File: src/rtl/isc_pkg.sv
package isc_pkg;
  typedef enum logic [1:0] {
    CFG_SET = 2'b00,
    CFG_ENA = 2'b01,
    CFG_DIS = 2'b10,
    CFG_NOP = 2'b11
  } cfg_op_e;
endpackage

File: src/rtl/isc_src_slot.sv
module isc_src_slot #(
  parameter int PRIO_W = 8,
  parameter int SRV_W  = 4
) (
  input  logic                 clk,
  input  logic                 rst_n,
  input  logic                 cfg_hit,
  input  isc_pkg::cfg_op_e     cfg_op,
  input  logic [SRV_W-1:0]     cfg_server,
  input  logic [PRIO_W-1:0]    cfg_prio,
  input  logic                 cfg_lsi,
  input  logic                 lvl_hit,
  input  logic                 lvl_value,
  input  logic                 eoi_hit,
  input  logic                 rej_hit,
  input  logic                 scan_hit,
  input  logic                 launch,
  output logic                 configured,
  output logic                 want,
  output logic [PRIO_W-1:0]    prio,
  output logic [SRV_W-1:0]     server
);
  import isc_pkg::*;
  localparam logic [PRIO_W-1:0] MASKED = '1;

  logic [PRIO_W-1:0] prio_q, prio_n, saved_q, saved_n;
  logic [SRV_W-1:0]  srv_q, srv_n;
  logic lsi_q, lsi_n, asrt_q, asrt_n, rsnd_q, rsnd_n;
  logic held_q, held_n, want_q, want_n, cfgd_q, cfgd_n;
  logic attempt, recheck;

  always_comb begin
    prio_n = prio_q; saved_n = saved_q; srv_n = srv_q;
    lsi_n = lsi_q; asrt_n = asrt_q; rsnd_n = rsnd_q;
    held_n = held_q; want_n = want_q; cfgd_n = cfgd_q;
    attempt = 1'b0; recheck = 1'b0;
    if (launch) want_n = 1'b0;
    if (cfg_hit) begin
      case (cfg_op)
        CFG_SET: begin
          srv_n = cfg_server; prio_n = cfg_prio; saved_n = cfg_prio;
          lsi_n = cfg_lsi; cfgd_n = 1'b1; recheck = 1'b1;
          if (!cfg_lsi) asrt_n = 1'b0;
        end
        CFG_ENA: if (cfgd_q) begin prio_n = saved_q; recheck = 1'b1; end
        CFG_DIS: if (cfgd_q) begin saved_n = prio_q; prio_n = MASKED; end
        default: ;
      endcase
    end
    if (prio_n == MASKED && want_n) begin want_n = 1'b0; held_n = 1'b1; end
    if (recheck && (held_n || rsnd_n) && prio_n != MASKED) begin
      held_n = 1'b0; attempt = 1'b1;
    end
    if (lvl_hit && cfgd_q) begin
      if (lvl_value) begin
        if (lsi_n) asrt_n = 1'b1;
        attempt = 1'b1;
      end else asrt_n = 1'b0;
    end
    if (eoi_hit && cfgd_q && asrt_n) attempt = 1'b1;
    if (rej_hit) rsnd_n = 1'b1;
    if (scan_hit && rsnd_n) attempt = 1'b1;
    if (attempt) begin
      rsnd_n = 1'b0;
      if (prio_n == MASKED) held_n = 1'b1;
      else want_n = 1'b1;
    end
  end

  always_ff @(posedge clk) begin
    if (!rst_n) begin
      prio_q <= MASKED; saved_q <= MASKED; srv_q <= '0;
      lsi_q <= 1'b0; asrt_q <= 1'b0; rsnd_q <= 1'b0;
      held_q <= 1'b0; want_q <= 1'b0; cfgd_q <= 1'b0;
    end else begin
      prio_q <= prio_n; saved_q <= saved_n; srv_q <= srv_n;
      lsi_q <= lsi_n; asrt_q <= asrt_n; rsnd_q <= rsnd_n;
      held_q <= held_n; want_q <= want_n; cfgd_q <= cfgd_n;
    end
  end

  assign configured = cfgd_q;
  assign want       = want_q;
  assign prio       = prio_q;
  assign server     = srv_q;


  want_unmasked_chk: assert property (@(posedge clk) disable iff (!rst_n)
    want_q |-> prio_q != MASKED);

  edge_never_asserted_chk: assert property (@(posedge clk) disable iff (!rst_n)
    !lsi_q |-> !asrt_q);

  unconfigured_quiet_chk: assert property (@(posedge clk) disable iff (!rst_n)
    !cfgd_q |-> !want_q && !asrt_q);
endmodule

File: src/rtl/isc_pick.sv
module isc_pick #(
  parameter int N  = 16,
  localparam int IW = (N > 1) ? $clog2(N) : 1
) (
  input  logic [N-1:0]  req,
  output logic [N-1:0]  grant,
  output logic [IW-1:0] idx,
  output logic          any
);
  always_comb begin
    idx = '0;
    for (int i = N - 1; i >= 0; i--) begin
      if (req[i]) idx = i[IW-1:0];
    end
    any   = |req;
    grant = '0;
    if (any) grant[idx] = 1'b1;
  end
endmodule

File: src/rtl/isc_bank.sv
module isc_bank #(
  parameter int              NSRC    = 16,
  parameter int              CTRL_W  = 4,
  parameter logic [CTRL_W-1:0] CTRL_ID = 4'h3,
  parameter int              PRIO_W  = 8,
  parameter int              SRV_W   = 4,
  localparam int             IDX_W   = (NSRC > 1) ? $clog2(NSRC) : 1,
  localparam int             SRC_W   = CTRL_W + IDX_W
) (
  input  logic              clk,
  input  logic              rst_n,
  input  logic              lvl_valid,
  input  logic [IDX_W-1:0]  lvl_idx,
  input  logic              lvl_value,
  input  logic              cfg_valid,
  input  logic [1:0]        cfg_op,
  input  logic [IDX_W-1:0]  cfg_idx,
  input  logic [SRV_W-1:0]  cfg_server,
  input  logic [PRIO_W-1:0] cfg_prio,
  input  logic              cfg_lsi,
  input  logic              eoi_valid,
  input  logic [IDX_W-1:0]  eoi_idx,
  input  logic              rej_valid,
  input  logic [IDX_W-1:0]  rej_idx,
  input  logic              resend_req,
  output logic              dlv_valid,
  input  logic              dlv_ready,
  output logic [SRC_W-1:0]  dlv_src,
  output logic [PRIO_W-1:0] dlv_prio,
  output logic [SRV_W-1:0]  dlv_server,
  output logic              rsn_valid,
  output logic [CTRL_W-1:0] rsn_ctrl,
  output logic              err_pulse
);
  localparam logic [IDX_W-1:0] LAST_IDX = IDX_W'(NSRC - 1);

  logic [NSRC-1:0]   cfgd_v, want_v, launch, grant;
  logic [PRIO_W-1:0] prio_a [NSRC];
  logic [SRV_W-1:0]  srv_a  [NSRC];
  logic [IDX_W-1:0]  pick_idx, scan_ptr;
  logic              pick_any, scan_act, stall, load;

  assign stall = dlv_valid && !dlv_ready;
  assign load  = !stall;
  assign launch = load ? grant : '0;

  for (genvar i = 0; i < NSRC; i++) begin : g_slot
    isc_src_slot #(.PRIO_W(PRIO_W), .SRV_W(SRV_W)) slot_i (
      .clk        (clk),
      .rst_n      (rst_n),
      .cfg_hit    (cfg_valid && cfg_idx == IDX_W'(i)),
      .cfg_op     (isc_pkg::cfg_op_e'(cfg_op)),
      .cfg_server (cfg_server),
      .cfg_prio   (cfg_prio),
      .cfg_lsi    (cfg_lsi),
      .lvl_hit    (lvl_valid && lvl_idx == IDX_W'(i)),
      .lvl_value  (lvl_value),
      .eoi_hit    (eoi_valid && eoi_idx == IDX_W'(i)),
      .rej_hit    (rej_valid && rej_idx == IDX_W'(i)),
      .scan_hit   (scan_act && !stall && scan_ptr == IDX_W'(i)),
      .launch     (launch[i]),
      .configured (cfgd_v[i]),
      .want       (want_v[i]),
      .prio       (prio_a[i]),
      .server     (srv_a[i])
    );
  end

  isc_pick #(.N(NSRC)) pick_i (
    .req   (want_v),
    .grant (grant),
    .idx   (pick_idx),
    .any   (pick_any)
  );

  always_ff @(posedge clk) begin
    if (!rst_n) begin
      scan_act <= 1'b0;
      scan_ptr <= '0;
    end else if (!scan_act) begin
      if (resend_req) begin
        scan_act <= 1'b1;
        scan_ptr <= '0;
      end
    end else if (!stall) begin
      if (scan_ptr == LAST_IDX) scan_act <= 1'b0;
      else scan_ptr <= scan_ptr + 1'b1;
    end
  end

  always_ff @(posedge clk) begin
    if (!rst_n) begin
      dlv_valid  <= 1'b0;
      dlv_src    <= '0;
      dlv_prio   <= '0;
      dlv_server <= '0;
    end else if (load) begin
      dlv_valid <= pick_any;
      if (pick_any) begin
        dlv_src    <= {CTRL_ID, pick_idx};
        dlv_prio   <= prio_a[pick_idx];
        dlv_server <= srv_a[pick_idx];
      end
    end
  end

  always_ff @(posedge clk) begin
    if (!rst_n) begin
      rsn_valid <= 1'b0;
      err_pulse <= 1'b0;
    end else begin
      rsn_valid <= rej_valid;
      err_pulse <= (lvl_valid && !cfgd_v[lvl_idx]) || (eoi_valid && !cfgd_v[eoi_idx]);
    end
  end
  assign rsn_ctrl = CTRL_ID;


  stall_hold_chk: assert property (@(posedge clk) disable iff (!rst_n)
    dlv_valid && !dlv_ready |=> dlv_valid && $stable(dlv_src) && $stable(dlv_prio) && $stable(dlv_server));

  scan_pause_chk: assert property (@(posedge clk) disable iff (!rst_n)
    scan_act && dlv_valid && !dlv_ready |=> $stable(scan_ptr));

  err_cause_chk: assert property (@(posedge clk) disable iff (!rst_n)
    err_pulse |-> $past(lvl_valid || eoi_valid));

  rsn_cause_chk: assert property (@(posedge clk) disable iff (!rst_n)
    rsn_valid |-> $past(rej_valid));

  launch_single_chk: assert property (@(posedge clk) disable iff (!rst_n)
    $onehot0(launch));

  src_ctrl_chk: assert property (@(posedge clk) disable iff (!rst_n)
    dlv_valid |-> dlv_src[SRC_W-1:IDX_W] == CTRL_ID);
endmodule

File: config.mk
export PLATFORM = sky130hd
export DESIGN_NAME = isc_bank
export DESIGN_NICKNAME = d
export VERILOG_FILES = /design/src/rtl/isc_pkg.sv /design/src/rtl/isc_src_slot.sv /design/src/rtl/isc_pick.sv /design/src/rtl/isc_bank.sv
export SDC_FILE = /design/constraint.sdc
export NUM_CORES = 1
export LEC_CHECK = 0
export CORE_UTILIZATION = 35
export DETAILED_ROUTE_END_ITERATION = 12
export HOLD_SLACK_MARGIN = 0.03
export PLACE_DENSITY = 0.57
export SLEW_MARGIN = 20
export SYNTH_ARGS = -nofsm -noshare
export SYNTH_HDL_FRONTEND = slang
export SYNTH_HIERARCHICAL = 1
export SYNTH_SLANG_ARGS = --single-unit
File: constraint.sdc
create_clock -name clk -period 4 [get_ports clk]
set_input_delay 0.6 -clock clk [delete_from_list [all_inputs] [get_ports clk]]
set_output_delay 0.6 -clock clk [all_outputs]
set_load 0.05 [all_outputs]
==> flow_metrics.env, run 1 <==
export IMPL_run_status="finished clean"
export IMPL_finalHoldViolations=0
export IMPL_die_width_um=275
export IMPL_seqPwrFrac=0.447
export IMPL_synth_compound_area_frac=0.273
export IMPL_timing_critical_path_to_type="flip-flop"
export IMPL_fill_cells=7376
export IMPL_first_pass_grt_wire_length_um=130000
export IMPL_chipHeight_um=275
export IMPL_post_layout_total_power_uw=10000
export IMPL_number_of_buffers_inserted_during_clock_tree_synthesis=50
export IMPL_worstRegToRegCells=9
export IMPL_reg2reg_from="g_slot[13].slot_i/want"
export IMPL_hold_depth=2
export IMPL_xor_xnor_cell_area_share_of_the_yosys_netlist=0.000335
export IMPL_row_count=99
export IMPL_yosys_area_share_simple=0.204
export IMPL_cts_resized_gates=0
export IMPL_clk_root_buffer_cell="sky130_fd_sc_hd__clkbuf_16"
export IMPL_power_density_nw_per_um2=344
export IMPL_fmax_mhz=315
export IMPL_yosys_register_bits=441
export IMPL_clkLatencyLatePin_ps=600
export IMPL_synth_ff_type="sky130_fd_sc_hd__dfxtp_1"
export IMPL_max_clock_path_buffers=3
export IMPL_tightest_slew_ps=1050
export IMPL_area_delta_synth_final_pct=11.4
export IMPL_dp_final_hpwl_um=58800
export IMPL_power_leakage_uw=0.0101
export IMPL_cp_common_cell="sky130_fd_sc_hd__nor2_1"
export IMPL_p_clk_frac=0.465
export IMPL_r2r_slack_ps=830
export IMPL_main_combinational_cell_family_by_area_after_synthesis="compound AO/OA/AOI/OAI gates"
export IMPL_clock_skew_ps=25.1
export IMPL_vdd_ir_drop_max_mv=0.279
export IMPL_switching_power_uw=2580
export IMPL_yosysWarnings=6
export IMPL_p_comb_frac=0.088
export IMPL_postCtsHoldBufs=0
export IMPL_cell_breakdown_of_the_critical_path="nor2_1, a221oi_2, o211ai_2, a21oi_4, buf_12, mux4_2, a22o_1, nor2_1, o21ai_1"
export IMPL_place_port_buffers=60
export IMPL_syn_mean_instance_area_um2=8.88
export IMPL_critical_path_startpoint_type="flip-flop"
export IMPL_intPower_uw=7450
export IMPL_period_needed_ps=3170
export IMPL_setup_violations_final=0
export IMPL_gr_total_overflow=0
export IMPL_clock_tree_htree_level_count=2
export IMPL_synthArstFlopShare=0
export IMPL_layout_cells_most_common="sky130_fd_sc_hd__dfxtp_1"
export IMPL_via_count=22800
export IMPL_type_of_the_setup_path_with_the_least_slack="flip-flop to flip-flop"
export IMPL_timing_final_max_slew_violations=0
export IMPL_max_cap_viol_count=0
export IMPL_drc_errors=0
export IMPL_final_layout_size_suffix_gt1_frac=0.145
export IMPL_cts_tree="yes"
export IMPL_detail_route_wl_per_cell_um=21.5
export IMPL_detail_route_antenna_nets=0
export IMPL_die_area_um2=75800
export IMPL_vias_per_instance=5.79
export IMPL_worst_path_max_delay_cell="sky130_fd_sc_hd__mux4_2"
export IMPL_antenna_found_initial=4
export IMPL_grt_max_degree=91
export IMPL_timing_hold_worst_endpoint="dlv_server[0]"
export IMPL_cts_repair_timing_setup_buffer_count=0
export IMPL_initial_core_util=0.356
export IMPL_global_route_usage_total=0.220
export IMPL_final_net_count=2969
export IMPL_hp_class="flip-flop to flip-flop"
export IMPL_syn_instance_count=2945
export IMPL_route_final_wire_length_um=84300
export IMPL_first_global_vias=21300
export IMPL_top_level_ports=67
export IMPL_syn_cell_area_um2=26100
export IMPL_clock_slew_at_the_register_clock_pins_of_the_worst_setup_and_hold_paths_ps=60
export IMPL_arrival_ps=3630
export IMPL_max_slew_margin=0.298
export IMPL_worst_r2r_endpoint="dlv_prio[5]"
export IMPL_drt_first_iter_violations=2101
export IMPL_startpoint_of_the_most_critical_hold_path="dlv_server[0]"
export IMPL_critPathMaxStageDelay_ps=620
export IMPL_gp_congestion=0.950
export IMPL_fin_hold_ws_ps=456
export IMPL_fraction_of_power_spent_switching_nets=0.257
export IMPL_layout_common_cells="sky130_fd_sc_hd__dfxtp_1 (441), sky130_fd_sc_hd__o211ai_1 (273), sky130_fd_sc_hd__nand2_1 (260)"
export IMPL_seq_area_frac_synth=0.338
export IMPL_grt_setup_unrepaired="false"
export IMPL_synth_edf_count=0
export IMPL_netlist_cell_type_count=63
export IMPL_period_share=0.793
export IMPL_detail_route_first_pass_iterations=6
export IMPL_synth_mux_area_frac=0.129
export IMPL_synth_adder_area_share=0.00191
export IMPL_final_setup_tns_ps=0
export IMPL_crit_required_ps=4450
export IMPL_critical_path_max_fanout=45
export IMPL_fp_coreArea_um2=73500
export IMPL_clkSinkCount=441
routing by layer:
metal	part of all wire	wire, µm	GRT usage
met5	0.000083	7	0
met4	0.024	2060	0.0670
met1	0.47	39400	0.316
met2	0.44	37300	0.338
met3	0.066	5590	0.0303
worst max path at each step:
stage	startpoint	end	slack (ps)	cells after the start
after floorplan	cfg_idx[2]	g_slot[0].slot_i/held_q	1310	8
after global placement	cfg_valid	g_slot[1].slot_i/held_q	430	9
after detailed placement	cfg_valid	g_slot[1].slot_i/rsnd_q	380	9
after CTS	g_slot[11].slot_i/want	dlv_prio[5]	900	9
after global routing	g_slot[11].slot_i/want	dlv_prio[7]	730	9
final	g_slot[13].slot_i/want	dlv_prio[5]	830	9
cell families after synthesis:
group,count (synthesis)
xor gates and xnor gates,1
AOI/OAI and AO/OA,1008
and+or+nand+nor,953
DFF,441
other,2
muxes,266
adders and majority gates,4
buffers and inverters,270
worst max-delay path: cells and delay by family (launching register included):
family                 cells  cell delay (ps)
AND/OR/NAND/NOR            2              390
buffers and inverters      1              360
multiplexers               1              620
AO/OA/AOI/OAI              5             1150
flip-flops                 1              480
area by class of cell:
cell class | count | area, µm² | area share
Antenna cell | 3 | 7.51 | 0.000258
Clock buffer | 72 | 1470 | 0.0503
Clock inverter | 19 | 174 | 0.00597
Inverter | 54 | 203 | 0.00696
Multi-Input combinational cell | 2238 | 15900 | 0.547
Sequential cell | 441 | 8830 | 0.303
Tap cell | 959 | 1200 | 0.0412
Timing Repair Buffer | 140 | 1320 | 0.0453
power by group through the flow:
| stage | combinational, µW | sequential, µW | clock, µW |
|---|---|---|---|
| 6_report | 887 | 4480 | 4660 |
| 2_1_floorplan | 546 | 4560 | 0 |
| 5_1_grt | 943 | 4480 | 4950 |
| 3_3_place_gp | 874 | 4570 | 0 |
| 3_5_place_dp | 872 | 4570 | 0 |
| 4_1_cts | 875 | 4470 | 4760 |
sequential cells by signal, indices dropped and copies added, names as in the netlist, 4 cells and up:
| name | count |
|---|---|
| dlv_prio | 8 |
| dlv_server | 4 |
| dlv_src | 5 |
| g_slot.slot_i/asrt_q | 16 |
| g_slot.slot_i/configured | 16 |
| g_slot.slot_i/held_q | 16 |
| g_slot.slot_i/lsi_q | 16 |
| g_slot.slot_i/prio | 128 |
| g_slot.slot_i/rsnd_q | 16 |
| g_slot.slot_i/saved_q | 128 |
| g_slot.slot_i/server | 64 |
| g_slot.slot_i/want | 16 |
| scan_ptr | 4 |
synth_stat cells (24+ instances only):
cell type / instances / area share
sky130_fd_sc_hd__nand2_1: 260 / 0.037
sky130_fd_sc_hd__inv_1: 54 / 0.0078
sky130_fd_sc_hd__mux4_2: 54 / 0.047
sky130_fd_sc_hd__o21ai_1: 109 / 0.021
sky130_fd_sc_hd__buf_2: 85 / 0.016
sky130_fd_sc_hd__nand4_1: 34 / 0.0081
sky130_fd_sc_hd__buf_4: 25 / 0.0072
sky130_fd_sc_hd__a22oi_1: 64 / 0.018
sky130_fd_sc_hd__o21bai_1: 32 / 0.0092
sky130_fd_sc_hd__nor2_1: 169 / 0.024
sky130_fd_sc_hd__a22o_1: 24 / 0.0080
sky130_fd_sc_hd__o211ai_1: 273 / 0.078
sky130_fd_sc_hd__nor2b_1: 100 / 0.024
sky130_fd_sc_hd__nand2b_1: 141 / 0.034
sky130_fd_sc_hd__mux2i_1: 210 / 0.080
sky130_fd_sc_hd__a21oi_2: 64 / 0.021
sky130_fd_sc_hd__o21ai_0: 134 / 0.026
sky130_fd_sc_hd__nand3_1: 45 / 0.0086
sky130_fd_sc_hd__a21oi_1: 132 / 0.025
sky130_fd_sc_hd__a21o_1: 32 / 0.0092
sky130_fd_sc_hd__clkbuf_1: 66 / 0.0095
sky130_fd_sc_hd__dfxtp_1: 441 / 0.34
sky130_fd_sc_hd__nor3_1: 58 / 0.011
through the flow:
step	area [µm²]	utilization	setup slack (ps)	cells
after global routing	29100	0.396	729	3924
after floorplan	26200	-	1310	2949
after CTS	29100	0.396	900	3923
final	29100	0.396	827	3926
after global placement	27500	0.374	428	3832
after detailed placement	27500	0.374	379	3832
Note: power is estimated with default switching activity, not from simulation.
==> inputs of run 2 (changes only) <==
Clock period 4 ns to 3.1 ns, I/O delays scaled along.
==> flow_metrics.env, run 2 (synthesized netlist as in run 1, its figures left out) <==
export IMPL_detail_route_antenna_nets=0
export IMPL_power_density_nw_per_um2=435
export IMPL_dp_final_hpwl_um=63200
export IMPL_clock_slew_at_the_register_clock_pins_of_the_worst_setup_and_hold_paths_ps=70
export IMPL_area_delta_synth_final_pct=20.0
export IMPL_run_status="finished clean"
export IMPL_power_leakage_uw=0.0115
export IMPL_route_final_wire_length_um=87600
export IMPL_final_net_count=3230
export IMPL_cp_common_cell="sky130_fd_sc_hd__nor2_1"
export IMPL_row_count=99
export IMPL_gp_congestion=0.984
export IMPL_detail_route_first_pass_iterations=5
export IMPL_fin_hold_ws_ps=251
export IMPL_finalHoldViolations=0
export IMPL_number_of_buffers_inserted_during_clock_tree_synthesis=52
export IMPL_arrival_ps=3510
export IMPL_clk_root_buffer_cell="sky130_fd_sc_hd__clkbuf_16"
export IMPL_fill_cells=7272
export IMPL_max_clock_path_buffers=3
export IMPL_drt_first_iter_violations=2221
export IMPL_fp_coreArea_um2=73500
export IMPL_postCtsHoldBufs=0
export IMPL_fmax_mhz=331
export IMPL_critPathMaxStageDelay_ps=590
export IMPL_gr_total_overflow=0
export IMPL_period_needed_ps=3020
export IMPL_first_pass_grt_wire_length_um=134000
export IMPL_clock_tree_htree_level_count=2
export IMPL_cts_tree="yes"
export IMPL_postLayoutCoreUtil=0.427
export IMPL_setup_violations_final=0
export IMPL_tightest_slew_ps=1060
export IMPL_timing_critical_path_to_type="flip-flop"
export IMPL_die_width_um=275
export IMPL_first_global_vias=22100
export IMPL_crit_required_ps=3580
export IMPL_clkLatencyLatePin_ps=610
export IMPL_multi_input_area_um2=15900
export IMPL_die_area_um2=75800
export IMPL_top_level_ports=67
export IMPL_detail_route_wl_per_cell_um=20.9
export IMPL_initial_core_util=0.356
export IMPL_type_of_the_setup_path_with_the_least_slack="flip-flop to flip-flop"
export IMPL_layout_common_cells="sky130_fd_sc_hd__dfxtp_1 (441), sky130_fd_sc_hd__buf_4 (316), sky130_fd_sc_hd__o211ai_1 (273)"
export IMPL_global_route_usage_total=0.228
export IMPL_max_slew_margin=0.295
export IMPL_antenna_found_initial=3
export IMPL_period_share=0.976
export IMPL_drc_errors=0
export IMPL_vdd_ir_drop_max_mv=0.372
export IMPL_diodes=0
export IMPL_critical_path_max_fanout=27
export IMPL_r2r_slack_ps=80
export IMPL_place_port_buffers=60
export IMPL_clkSinkCount=441
export IMPL_register_area_um2=8830
export IMPL_final_layout_size_suffix_gt1_frac=0.216
export IMPL_hp_class="primary input to flip-flop"
export IMPL_vias_per_instance=5.66
export IMPL_via_count=23700
export IMPL_timing_final_max_slew_violations=0
export IMPL_cell_breakdown_of_the_critical_path="nor2_1, a221oi_2, o211ai_2, a21oi_4, buf_12, mux4_2, a22o_1, nor2_1, o21ai_1"
export IMPL_clock_skew_ps=11.7
export IMPL_worst_path_max_delay_cell="sky130_fd_sc_hd__mux4_2"
export IMPL_max_cap_viol_count=0
export IMPL_chipHeight_um=275
export IMPL_final_setup_tns_ps=0
export IMPL_grt_max_degree=57
export IMPL_critical_path_startpoint_type="flip-flop"
export IMPL_layout_cells_most_common="sky130_fd_sc_hd__dfxtp_1"
## run 2: cell types whose count changed in the layout (fill, tap and decap cells not counted), moves of 4 or more
cell | previous run | this run
sky130_fd_sc_hd__buf_4 | 68 | 316
sky130_fd_sc_hd__clkbuf_8 | 12 | 16
sky130_fd_sc_hd__buf_12 | 12 | 23
sky130_fd_sc_hd__clkinv_2 | 15 | 10
sky130_fd_sc_hd__clkinvlp_4 | 0 | 4
## run 2: final cells by class
type	instances	area share
clock inverters	20	0.00830
multi-input cells	2238	0.507
flip-flops and latches	441	0.281
well taps	959	0.0382
repair buffers	399	0.108
inverters	54	0.00646
clock buffers	75	0.0497
## run 2: path summary, 6_finish.rpt
path | start | end | cells past startpoint
max | g_slot[11].slot_i/want | dlv_prio[7] | 9
min | rst_n | g_slot[11].slot_i/prio[0] | 2
max reg2reg | g_slot[11].slot_i/want | dlv_prio[7] | 9
min reg2reg | dlv_prio[3] | dlv_prio[3] | 2
## run 2: what timing repair did
item | CTS | global route
buffers inserted | 0 | 0
gates resized for setup | 0 | 1
endpoints found under the hold margin | 0 | 0
setup endpoints to repair | 0 | 1
## run 2: metal layers
layer  share of wire  track usage
met1            0.46        0.318
met2            0.43        0.348
met3           0.077       0.0444
met4           0.035       0.0808
met5         0.00013            0
## run 2: worst max-delay path, delay by kind of cell (launching register included)
kind                   cells  cell delay [ps]
buffers and inverters      1              280
DFF                        1              410
muxes                      1              590
and+or+nand+nor            2              380
AOI/OAI and AO/OA          5             1210
## run 2: per-stage QoR
| step | area, µm² | setup WS (ps) | total power, µW | instances |
|---|---|---|---|---|
| after detailed placement | 29500 | -149 | 7150 | 4091 |
| after floorplan | 26200 | 545 | 6590 | 2949 |
| after global placement | 29500 | -64.2 | 7150 | 4091 |
| after global routing | 31400 | -1.79 | 14100 | 4186 |
| final | 31400 | 75.4 | 13700 | 4186 |
| after CTS | 31400 | 128 | 13700 | 4186 |
## run 2: power by group
| group | internal, µW | switching (µW) |
|---|---|---|
| sequential | 5720 | 53.7 |
| clock | 3970 | 2630 |
| combinational | 469 | 809 |
| total | 10200 | 3500 |
==> inputs of run 3 (changes only) <==
Settings changed: CORE_MARGIN set to 8, CORE_UTILIZATION 35 to 45, GPL_ROUTABILITY_DRIVEN set to 1, PLACE_DENSITY 0.57 to 0.68.
==> flow_metrics.env, run 3 (synthesized netlist as in run 1, its figures left out) <==
export IMPL_power_leakage_uw=0.0110
export IMPL_area_delta_synth_final_pct=16.0
export IMPL_gp_congestion=1.04
export IMPL_multi_input_area_um2=15900
export IMPL_cts_resized_gates=0
export IMPL_via_count=24300
export IMPL_period_needed_ps=3010
export IMPL_register_area_um2=8830
export IMPL_type_of_the_setup_path_with_the_least_slack="flip-flop to flip-flop"
export IMPL_timing_critical_path_to_type="flip-flop"
export IMPL_clock_slew_at_the_register_clock_pins_of_the_worst_setup_and_hold_paths_ps=60
export IMPL_failed_checks="design-rule violations"
export IMPL_power_density_nw_per_um2=435
export IMPL_gr_total_overflow=0
export IMPL_finalNonFillerCells=3909
export IMPL_fmax_mhz=332
export IMPL_clock_skew_ps=15.2
export IMPL_vias_per_instance=6.22
export IMPL_clkSinkCount=441
export IMPL_final_net_count=3150
export IMPL_postLayoutCoreUtil=0.526
export IMPL_detail_route_wl_per_cell_um=22.6
export IMPL_initial_core_util=0.454
export IMPL_drt_first_iter_violations=2417
export IMPL_grt_max_degree=80
export IMPL_cts_tree="yes"
export IMPL_hp_class="primary input to flip-flop"
export IMPL_minimum_setup_slack_in_the_final_design_ps=92.3
export IMPL_max_clock_path_buffers=3
export IMPL_finalHoldViolations=0
export IMPL_detail_route_first_pass_iterations=10
export IMPL_route_final_wire_length_um=88300
export IMPL_hold_depth=3
export IMPL_dpl_instance_area_um2=28600
export IMPL_max_cap_viol_count=0
export IMPL_placed_instance_count=3817
export IMPL_clk_root_buffer_cell="sky130_fd_sc_hd__clkbuf_16"
export IMPL_fin_hold_ws_ps=240
export IMPL_drc_errors=1
export IMPL_detail_route_antenna_nets=0
export IMPL_worstRegToRegCells=9
export IMPL_die_width_um=257
export IMPL_global_route_usage_total=0.254
export IMPL_final_cell_area_um2=30300
export IMPL_crit_required_ps=3560
export IMPL_number_of_buffers_inserted_during_clock_tree_synthesis=51
export IMPL_layout_common_cells="sky130_fd_sc_hd__dfxtp_1 (441), sky130_fd_sc_hd__o211ai_1 (273), sky130_fd_sc_hd__nand2_1 (260)"
export IMPL_period_share=0.970
export IMPL_timing_final_max_slew_violations=0
export IMPL_setup_violations_final=0
export IMPL_final_layout_size_suffix_gt1_frac=0.194
export IMPL_grt_setup_unrepaired="false"
export IMPL_critical_path_max_fanout=29
export IMPL_place_port_buffers=60
export IMPL_die_area_um2=66100
export IMPL_top_level_ports=67
export IMPL_max_slew_margin=0.351
export IMPL_fp_coreArea_um2=57600
export IMPL_pre_cts_ws_ps=-320
export IMPL_critical_path_startpoint_type="flip-flop"
export IMPL_arrival_ps=3470
export IMPL_layout_cells_most_common="sky130_fd_sc_hd__dfxtp_1"
export IMPL_row_count=88
export IMPL_antenna_found_initial=1
export IMPL_first_global_vias=23700
export IMPL_dp_final_hpwl_um=63300
export IMPL_clock_tree_htree_level_count=2
export IMPL_run_status="finished with violations"
export IMPL_clkLatencyLatePin_ps=610
export IMPL_tightest_slew_ps=970
export IMPL_chipHeight_um=257
export IMPL_first_pass_grt_wire_length_um=136000
export IMPL_vdd_ir_drop_max_mv=0.452
export IMPL_fill_cells=5216
[run 3: routing by layer]
layer	up-vias	global-route usage	wire, µm
li1	11200	-	-
met1	11800	0.330	37500
met2	1018	0.407	40200
met3	232	0.0462	6500
met4	0	0.119	4150
met5	-	0	0
[run 3: repair_timing]
action,CTS,global route
hold buffers,0,0
setup endpoints to repair,0,1
setup buffers,0,0
[run 3: stage by stage]
step,TNS [ps],power [µW]
2_1_floorplan,0,6590
3_3_place_gp,-1330,7110
6_report,0,13200
4_1_cts,0,13300
5_1_grt,0,13600
3_5_place_dp,-2760,7130
[run 3: path summary, 6_finish.rpt]
path              slack (ps)                    from                endpoint
hold / removal           240                 cfg_lsi  g_slot[9].slot_i/lsi_q
setup reg to reg          90  g_slot[14].slot_i/want           dlv_server[0]
hold reg to reg          460           dlv_server[1]           dlv_server[1]
setup / recovery          90  g_slot[14].slot_i/want           dlv_server[0]
[run 3: layout make-up]
type | instances | share of cell area
antenna | 1 | 0.0000825
clock buffer | 72 | 0.0491
clock inverter | 18 | 0.00636
inverter | 54 | 0.00669
multi-input combinational | 2238 | 0.525
sequential | 441 | 0.291
tap | 765 | 0.0316
timing repair buffer | 320 | 0.0899
[run 3: where the power goes]
group | total (µW) | internal, µW | leakage (µW) | switching (µW)
registers | 5780 | 5720 | 0.00357 | 62.4
clock network | 6150 | 3650 | 0.000837 | 2500
logic | 1260 | 454 | 0.00656 | 806
[run 3: critical path, cell delays in order, from the launching register on]
cell,delay (ps)
sky130_fd_sc_hd__dfxtp_1,360
sky130_fd_sc_hd__nand2b_1,180
sky130_fd_sc_hd__a221oi_2,380
sky130_fd_sc_hd__o211ai_2,180
sky130_fd_sc_hd__a21oi_4,310
sky130_fd_sc_hd__buf_12,270
sky130_fd_sc_hd__mux4_1,630
sky130_fd_sc_hd__a22o_1,250
sky130_fd_sc_hd__nor2_1,190
sky130_fd_sc_hd__o21ai_1,80
